**src/rtl/itmr_pkg.sv**
```systemverilog
package itmr_pkg;
   localparam int ADDR_W = 4;
   localparam logic [ADDR_W-1:0] A_CTRL = 4'd0;
   localparam logic [ADDR_W-1:0] A_TSEL = 4'd1;
   localparam logic [ADDR_W-1:0] A_PRE0 = 4'd4;
   localparam logic [ADDR_W-1:0] A_OBS0 = 4'd8;
   localparam int B_RUN  = 0;
   localparam int B_RST  = 1;
   localparam int B_COMB = 3;
   localparam int B_FLAG = 7;

   typedef enum logic [1:0] {
      TS_32K  = 2'd0,
      TS_1K   = 2'd1,
      TS_32   = 2'd2,
      TS_FAST = 2'd3
   } tsel_e;
endpackage

```
**src/rtl/itmr_tick_sel.sv**
```systemverilog
module itmr_tick_sel
   import itmr_pkg::*;
#(
   parameter int N_SLOW = 3
) (
   input  logic [N_SLOW-1:0] slow_i,
   input  tsel_e             sel_i,
   output logic              tick_o
);
   localparam int SEL_W = $clog2(N_SLOW + 1);

   logic [N_SLOW:0] src;

   generate
      for (genvar g = 0; g < N_SLOW; g++) begin : g_src
         assign src[g] = slow_i[g];
      end
   endgenerate
   assign src[N_SLOW] = 1'b1;

   assign tick_o = src[SEL_W'(sel_i)];

   generate
      if (SEL_W != 2) begin : g_bad_sel
         $error("itmr_tick_sel: select width must be 2");
      end
   endgenerate
endmodule

```
**src/rtl/itmr_counter.sv**
```systemverilog
module itmr_counter #(
   parameter int W = 24
) (
   input  logic         clk,
   input  logic         rst_n,
   input  logic         en_i,
   input  logic         tick_i,
   input  logic         load_i,
   input  logic [W-1:0] preload_i,
   output logic [W-1:0] cnt_o,
   output logic         tc_o
);
   logic [W-1:0] cnt_q;
   logic         pre_ok;
   logic         step;

   assign pre_ok = (preload_i != '0);
   assign step   = en_i && tick_i && pre_ok && !load_i;
   assign tc_o   = step && (cnt_q == '0);
   assign cnt_o  = cnt_q;

   always_ff @(posedge clk or negedge rst_n) begin
      if (!rst_n)        cnt_q <= '0;
      else if (load_i)   cnt_q <= preload_i;
      else if (tc_o)     cnt_q <= preload_i;
      else if (step)     cnt_q <= cnt_q - 1'b1;
   end

   AST_FREEZE: assert property (@(posedge clk) disable iff (!rst_n)
      (!en_i && !load_i) |=> $stable(cnt_q)) else $error("freeze");
   AST_IDLE_ZERO: assert property (@(posedge clk) disable iff (!rst_n)
      (preload_i == '0 && !load_i) |=> $stable(cnt_q)) else $error("idle");
   AST_TC_RELOAD: assert property (@(posedge clk) disable iff (!rst_n)
      tc_o |=> (cnt_q == $past(preload_i))) else $error("reload");
   AST_STEP_DOWN: assert property (@(posedge clk) disable iff (!rst_n)
      (step && cnt_q != '0) |=> (cnt_q == $past(cnt_q) - 1'b1)) else $error("step");
   AST_LOAD: assert property (@(posedge clk) disable iff (!rst_n)
      load_i |=> (cnt_q == $past(preload_i))) else $error("load");
endmodule

```
**src/rtl/itmr_obs.sv**
```systemverilog
module itmr_obs (
   input  logic        clk,
   input  logic        rst_n,
   input  logic [31:0] cnt_i,
   input  logic        cap_i,
   input  logic [1:0]  idx_i,
   output logic [7:0]  byte_o
);
   logic [23:0] lat_q;

   always_ff @(posedge clk or negedge rst_n) begin
      if (!rst_n)     lat_q <= '0;
      else if (cap_i) lat_q <= cnt_i[31:8];
   end

   always_comb begin
      case (idx_i)
         2'd0:    byte_o = cnt_i[7:0];
         2'd1:    byte_o = lat_q[7:0];
         2'd2:    byte_o = lat_q[15:8];
         default: byte_o = lat_q[23:16];
      endcase
   end

   AST_LATCH_HOLD: assert property (@(posedge clk) disable iff (!rst_n)
      !cap_i |=> $stable(lat_q)) else $error("latch");
endmodule

```
**src/rtl/itmr_top.sv**
```systemverilog
module itmr_top
   import itmr_pkg::*;
#(
   parameter int CNT_W = 24
) (
   input  logic             clk,
   input  logic             rst_n,
   input  logic             tick_32k_i,
   input  logic             tick_1k_i,
   input  logic             tick_32_i,
   input  logic [3:0]       bus_addr_i,
   input  logic             bus_wr_i,
   input  logic             bus_rd_i,
   input  logic [7:0]       bus_wdata_i,
   output logic [7:0]       bus_rdata_o,
   output logic             irq_o,
   output logic             chain_o
);
   localparam int NB = CNT_W / 8;

   generate
      if (!(CNT_W == 24 || CNT_W == 32)) begin : g_bad_w
         $error("itmr_top: CNT_W must be 24 or 32");
      end
   endgenerate

   logic             run_q, comb_q, flag_q, irq_q, chain_q;
   tsel_e            tsel_q;
   logic [CNT_W-1:0] pre_q;
   logic [CNT_W-1:0] cnt;
   logic [31:0]      cnt32, pre32;
   logic             tick, tc, load, wr_ctrl, rd_ctrl, obs_cap;
   logic [7:0]       obs_byte;

   assign wr_ctrl = bus_wr_i && bus_addr_i == A_CTRL;
   assign rd_ctrl = bus_rd_i && bus_addr_i == A_CTRL;
   assign load    = wr_ctrl && bus_wdata_i[B_RST];
   assign obs_cap = bus_rd_i && bus_addr_i == A_OBS0;
   assign cnt32   = 32'(cnt);
   assign pre32   = 32'(pre_q);

   always_ff @(posedge clk or negedge rst_n) begin
      if (!rst_n) begin
         run_q  <= 1'b0;
         comb_q <= 1'b0;
         tsel_q <= TS_32K;
         pre_q  <= '0;
      end else if (bus_wr_i) begin
         if (bus_addr_i == A_CTRL) begin
            run_q  <= bus_wdata_i[B_RUN];
            comb_q <= bus_wdata_i[B_COMB];
         end
         if (bus_addr_i == A_TSEL) tsel_q <= tsel_e'(bus_wdata_i[1:0]);
         for (int b = 0; b < NB; b++) begin
            if (bus_addr_i == A_PRE0 + 4'(b)) pre_q[8*b +: 8] <= bus_wdata_i;
         end
      end
   end

   always_ff @(posedge clk or negedge rst_n) begin
      if (!rst_n) begin
         flag_q  <= 1'b0;
         irq_q   <= 1'b0;
         chain_q <= 1'b0;
      end else begin
         irq_q   <= tc;
         chain_q <= tc && comb_q;
         if (tc)           flag_q <= 1'b1;
         else if (rd_ctrl) flag_q <= 1'b0;
      end
   end

   itmr_tick_sel #(.N_SLOW(3)) u_tsel (
      .slow_i ({tick_32_i, tick_1k_i, tick_32k_i}),
      .sel_i  (tsel_q),
      .tick_o (tick)
   );

   itmr_counter #(.W(CNT_W)) u_cnt (
      .clk       (clk),
      .rst_n     (rst_n),
      .en_i      (run_q),
      .tick_i    (tick),
      .load_i    (load),
      .preload_i (pre_q),
      .cnt_o     (cnt),
      .tc_o      (tc)
   );

   itmr_obs u_obs (
      .clk    (clk),
      .rst_n  (rst_n),
      .cnt_i  (cnt32),
      .cap_i  (obs_cap),
      .idx_i  (bus_addr_i[1:0]),
      .byte_o (obs_byte)
   );

   always_comb begin
      bus_rdata_o = 8'h00;
      case (bus_addr_i[3:2])
         2'd0: begin
            if (bus_addr_i == A_CTRL)
               bus_rdata_o = {flag_q, 3'b000, comb_q, 2'b00, run_q};
            else if (bus_addr_i == A_TSEL)
               bus_rdata_o = {6'd0, tsel_q};
         end
         2'd1:    bus_rdata_o = pre32[8*bus_addr_i[1:0] +: 8];
         2'd2:    bus_rdata_o = obs_byte;
         default: bus_rdata_o = 8'h00;
      endcase
   end

   assign irq_o   = irq_q;
   assign chain_o = chain_q;

   AST_IRQ_ONE_CYCLE: assert property (@(posedge clk) disable iff (!rst_n)
      irq_q |=> !irq_q) else $error("irq width");
   AST_IRQ_FLAG: assert property (@(posedge clk) disable iff (!rst_n)
      irq_q |-> flag_q) else $error("flag");
   AST_CHAIN_GATED: assert property (@(posedge clk) disable iff (!rst_n)
      chain_q |-> (irq_q && comb_q)) else $error("chain");
endmodule

```
**config.mk**
```make
export PLATFORM = sky130hd
export DESIGN_NAME = itmr_top
export DESIGN_NICKNAME = d
export VERILOG_FILES = /design/src/rtl/itmr_pkg.sv /design/src/rtl/itmr_tick_sel.sv /design/src/rtl/itmr_counter.sv /design/src/rtl/itmr_obs.sv /design/src/rtl/itmr_top.sv
export SDC_FILE = /design/constraint.sdc
export NUM_CORES = 1
export LEC_CHECK = 0
export ABC_AREA = 1
export BUFFER_PORTS_ARGS = -buffer_cell sky130_fd_sc_hd__buf_2
export CAP_MARGIN = 10
export CORE_MARGIN = 4
export CORE_UTILIZATION = 58
export DETAILED_ROUTE_END_ITERATION = 6
export PLACE_DENSITY = 0.77
export SLEW_MARGIN = 20
export SYNTH_ARGS = -nofsm -noshare
export SYNTH_HDL_FRONTEND = slang
export SYNTH_SLANG_ARGS = --single-unit
```
**constraint.sdc**
```tcl
create_clock -name clk -period 3.5 [get_ports clk]
set_clock_uncertainty 0.15 [all_clocks]
set_input_delay 0 -clock clk [delete_from_list [all_inputs] [get_ports clk]]
set_output_delay 0 -clock clk [all_outputs]
set_load 0.005 [all_outputs]
```
* Word-level counts from Yosys, hierarchy flattened
Index checks and enable logic that the tools add are counted.
** Storage, ports and cells
- Bits in registers :: 71
- Input port bits :: 19
- Output and inout port bits :: 10
- Logic and storage cells :: 56
** Operators by class
- Add/sub/neg operators :: 1
- Order comparisons :: 1
- Equal/unequal tests :: 9
- Shift-type cells :: 1
- Multiplexer cells :: 11
- Reduce and logical (&&, ||, !) cells :: 22
** Operators with widths (count)
- $mux 24 :: 3
- $pmux 8 s3 :: 2
- $shiftx 32x6->8 :: 1
- $logic_not 24->1 :: 1
- $reduce_bool 24->1 :: 1
- $sub 24x1->24 const B :: 1
- $eq 4x3->1 const B :: 3
- $reduce_and 2->1 :: 5
- $logic_and 1x1->1 :: 9
- $mux 8 :: 1
- $eq 2x1->1 const B :: 2
- $eq 2x2->1 const B :: 2
- $eq 4x1->1 const B :: 1
- $eq 4x4->1 const B :: 1
- $logic_not 2->1 :: 2
- $logic_not 4->1 :: 1
- $lt 2x3->1 const B :: 1
- $mux 1 :: 3
- $reduce_bool 3->1 :: 1
- $bmux 1 s2 :: 1
- $mux 2 :: 1
- $reduce_bool 2->1 :: 1
- $logic_not 1->1 :: 1

* Logic depth before layout (Yosys ltp)
- Depth in word-level cells :: 8
- Mapped depth :: 12
- Mapped depth without buffers :: 11

* Modules after synthesis
A second synthesis with hierarchy kept.
** Second synthesis, totals
- Cell total of the unflattened synthesis :: 734
- Area, all modules :: 5069.9 um^2
** Modules (own cells, without submodules)
- itmr_counter :: times used 1, cells each 367, area each 2145.8 um^2, seq. area each 600.6 um^2
- itmr_top :: times used 1, cells each 210, area each 1634.1 um^2, seq. area each 775.7 um^2
- itmr_obs :: times used 1, cells each 148, area each 1253.7 um^2, seq. area each 600.6 um^2
- itmr_tick_sel :: times used 1, cells each 9, area each 36.3 um^2, seq. area each 0.0 um^2

* Worst setup path before layout
No wires, ideal clock.
- Path type :: register -> register
- Start point :: reg u_cnt.cnt_q[0] (netlist: u_cnt.cnt_o[0])
- End point :: reg u_cnt.cnt_q[23] (netlist: u_cnt.cnt_o[23])
- Setup time :: 0.117 ns
- Data arrival time :: 1.533 ns
- Required time :: 3.233 ns
- Path slack :: 1.699 ns
- Stages on the path, launching flop included :: 11
- Path buffers :: 1
- Clock period less this slack :: 1.801 ns
- Path through :: dfrtp_1 inv_1 ha_1 nand3_1 nor2_1 nand3_4 o21bai_4 buf_6 nand2_1 nand3_1 nand2_1
** On the way
- Longest elaborated chain between the ends :: 4
- Elaborated cells between the ends (all ways) :: 7
- Those cells by class :: add/sub (1); mux (3); reduce/logical (3)
** Ends and longest elaborated chain
- start, declared :: RTL line itmr_counter.sv:13 : logic [W-1:0] cnt_q;
- start signal, assigned :: RTL line itmr_counter.sv:24 : else if (load_i) cnt_q <= preload_i;
- start signal, assigned :: RTL line itmr_counter.sv:25 : else if (tc_o) cnt_q <= preload_i;
- start signal, assigned :: RTL line itmr_counter.sv:26 : else if (step) cnt_q <= cnt_q - 1'b1;
- $sub 24x1->24 or $logic_not 24->1 (tied branches) :: RTL line itmr_counter.sv:26, itmr_counter.sv:19
- $mux 24 or $logic_and 1x1->1 (tied branches) :: RTL line itmr_counter.sv:26, itmr_counter.sv:19
- $mux 24 :: RTL line itmr_counter.sv:25
- $mux 24 :: RTL line itmr_counter.sv:24
Parallel ways exist; a longest one is shown, timed or not. The select of a mux whose other input is x is not followed.
A chain may end at the register's enable or synchronous reset.

* Worst setup path in the final report
- Start point :: reg u_cnt.cnt_q[0] (netlist: u_cnt.cnt_o[0])
- End point :: reg u_cnt.cnt_q[9] (netlist: u_cnt.cnt_o[9])
The elaborated chain is that of the path after synthesis.

==> key figures <==
Run status
  • Status: finished with violations
  • Failing checks: DRC

Logic synthesis
  • Seq cells post-synth: slightly above 70
  • Cell taking the most area after synthesis: dfrtp_1
  • Mapped Area: 4400 um2
  • Post-synth top area share: 0.404
  • Mean area per synthesized cell: 7.05 um2
  • Sequential area share after synthesis: 0.404
  • Syn nets: around 650
  • Post-Synthesis Cells: about 620
  • Synth warnings: 0
  • Yosys cell types: 32
  • Dominant cells by area after synthesis: dfrtp_1 40%, nand2_1 18%, nand3_1 6.9%

Floorplan
  • Total die area: between 9000 and 10000 um2
  • Row count: 31
  • CORE AREA: between 7000 and 8000 um2
  • Starting density of the core: 0.600
  • Ports: 29
  • Die extent in x: 95.1 um
  • DIE HEIGHT: between 90 and 100 um

CTS
  • Setup bufs post-CTS: 0
  • Clock Root Buffer: clkbuf_8
  • Worst-skew pair later-pin latency: 360 ps
  • Sink Count: between 70 and 80
  • CTS tree: yes
  • CTS H-tree depth: 3
  • Num CTS Buffers: 9
  • Max clock buf depth: 2
  • CTS clock-pin slew for the worst setup and hold paths: about 90 ps

STA
  • RSZ-0062 raised after global routing: false
  • Final worst path period share: 0.637
  • Slew Limit Fails: 0
  • Hold WS: roughly 46 ps
  • Slew @ Worst Pin: just under 1000 ps
  • Post-route minimum period: approximately 2200 ps
  • Endpoints failing hold: 0
  • Slew headroom: 0.338
  • Final TNS setup: 0 ps
  • Final count of negative-setup-slack endpoints: 0
  • Max Clk Rate: 449 MHz

Power and ir drop
  • Overall power: about 3.6 mW
  • Max VDD drop: around 400 uV
  • P_leak: ~2.6 nW
  • Pwr/cell area: roughly 730 nW/um2

Drt
  • Post-route ant nets: 0
  • Vias per cell: roughly 5.6
  • DR pass1 iterations: 7
  • DRC: 8
  • WL per Instance: between 15 and 20 um
  • Final WL: 12500 um
  • DRT iter0 DRCs: 391
  • Via count: about 4300

Global route
  • Vias in the first global route: 4129
  • First-pass GRT wire length: slightly above 20000 um
  • GRT overflow: 0
  • GRT Total Usage: 0.300
  • Initial antenna violation count: 0
  • Largest net degree at the start of global routing: 37

Critical path
  • R2R Setup Slk: around 1300 ps
  • Worst setup path start: u_cnt.cnt_o[0]
  • Crit. End Element: register
  • Worst-path maximum fanout: 24
  • Worst Path Required: 3590 ps
  • R2R Path Start: u_cnt.cnt_o[0]
  • Worst Setup Path Type: register to register
  • Worst Setup Start Kind: register
  • Reg-to-Reg End: u_cnt.cnt_o[9]
  • Worst setup path endpoint: u_cnt.cnt_o[9]
  • WP data arrival: 2310 ps
  • R2R depth: 9

Layout
  • Total inserted antenna cells: 0
  • Nets: between 600 and 700
  • Util after Layout: 0.671
  • Most common cell after layout, fill and taps aside: nand2_1
  • Commonest cells after routing, fill and taps aside: 208 x nand2_1, 78 x inv_1, 71 x dfrtp_1
  • Layout cells sized above 1: 0.134
  • P&R area growth vs syn: 11.9%

Placed design
  • Placer Congestion: slightly below 1
  • Hpwl dp: 8970 um
  • I/O Buffers: 28

Flow run
  • Maxcap violations: 0

Hold path
  • Hold Crit Class: input pin to async pin
==> area by class of cell <==
cell class	instances	area, um2
clock buffer	9	124
clock inverter	7	103
fill	668	2410
inverter	83	312
multi-input combinational	451	2190
sequential	71	1780
tap	99	124
timing repair buffer	44	290
==> what timing repair did <==
action,CTS,global route
gates resized for setup,0,0
hold buffers,12,0
hold endpoints to repair,100,0
==> power breakdown <==
| group | leakage, nW | internal, mW | switching (mW) |
|---|---|---|---|
| logic | 1.55 | 0.518 | 0.997 |
| clock network | 0.111 | 0.410 | 0.349 |
| registers | 0.907 | 1.06 | 0.254 |
| total | 2.57 | 1.98 | 1.60 |
==> cell usage after synthesis (all sizes together) <==
master and instances:
o21bai 1, o221ai 5, nand3b 1, a22o 2, dfrtp 71, mux2 2
nand3 72, a21oi 5, a22oi 1, inv 83, buf 13, nor2 76
clkbuf 6, ha 2, o211ai 8, xnor2 1, nand2 214, nand4 6
xor2 8, o22ai 3, a32oi 1, o21ai 43
==> kinds of logic (layout without fill, tap and decap cells) <==
family          after synthesis  in the layout  share of synthesized area
compound gates               69             69                     0.0944
xor+xnor                      9              9                     0.0179
fa+ha+maj                     2              2                    0.00569
buf+inv                     102            143                     0.0976
flops                        71             71                      0.404
mux                           2              2                    0.00512
simple gates                369            369                      0.375
==> metal layers <==
| layer | vias up | GRT usage | part of all wire |
|---|---|---|---|
| met4 | 0 | 0.0925 | 0.024 |
| met3 | 31 | 0.0616 | 0.080 |
| met1 | 2026 | 0.418 | 0.45 |
| met5 | - | 0 | 0 |
| li1 | 2043 | - | - |
| met2 | 179 | 0.471 | 0.45 |
==> worst min-delay path by stage <==
| stage | endpoint | slack, ps | from |
|---|---|---|---|
| after floorplan | chain_o | -450 | rst_n |
| after global placement | run_q | -250 | rst_n |
| after detailed placement | run_q | -250 | rst_n |
| after CTS | flag_q | 30 | bus_addr_i[2] |
| after global routing | comb_q | 90 | bus_addr_i[2] |
| final | tsel_q[0] | 50 | rst_n |
==> state kept, by name (all words and copies together), names as in the netlist <==
signal and flops:
u_cnt.cnt_o 24, flag_q 1, run_q 1, tsel_q 2
irq_o 1, pre_q 24, chain_o 1, comb_q 1
u_obs.lat_q 16
==> through the flow <==
stage | setup WS [ps] | instance area, um2 | std cells
after floorplan | 1700 | 4400 | 624
after CTS | 1290 | 4920 | 764
after global placement | 1310 | 4580 | 736
after global routing | 1080 | 4920 | 764
after detailed placement | 1270 | 4580 | 736
final | 1270 | 4920 | 764
==> worst max-delay path, cell delays in order, from the launching register on <==
cell      delay, ps
dfrtp_1         410
inv_1           170
ha_1            180
nand3_1          70
nor2_1          190
nand3_4         120
o21bai_4        440
nand2_1         190
nand3_1         110
nand2_1          70
No activity file was read; power rests on OpenSTA's default activity.
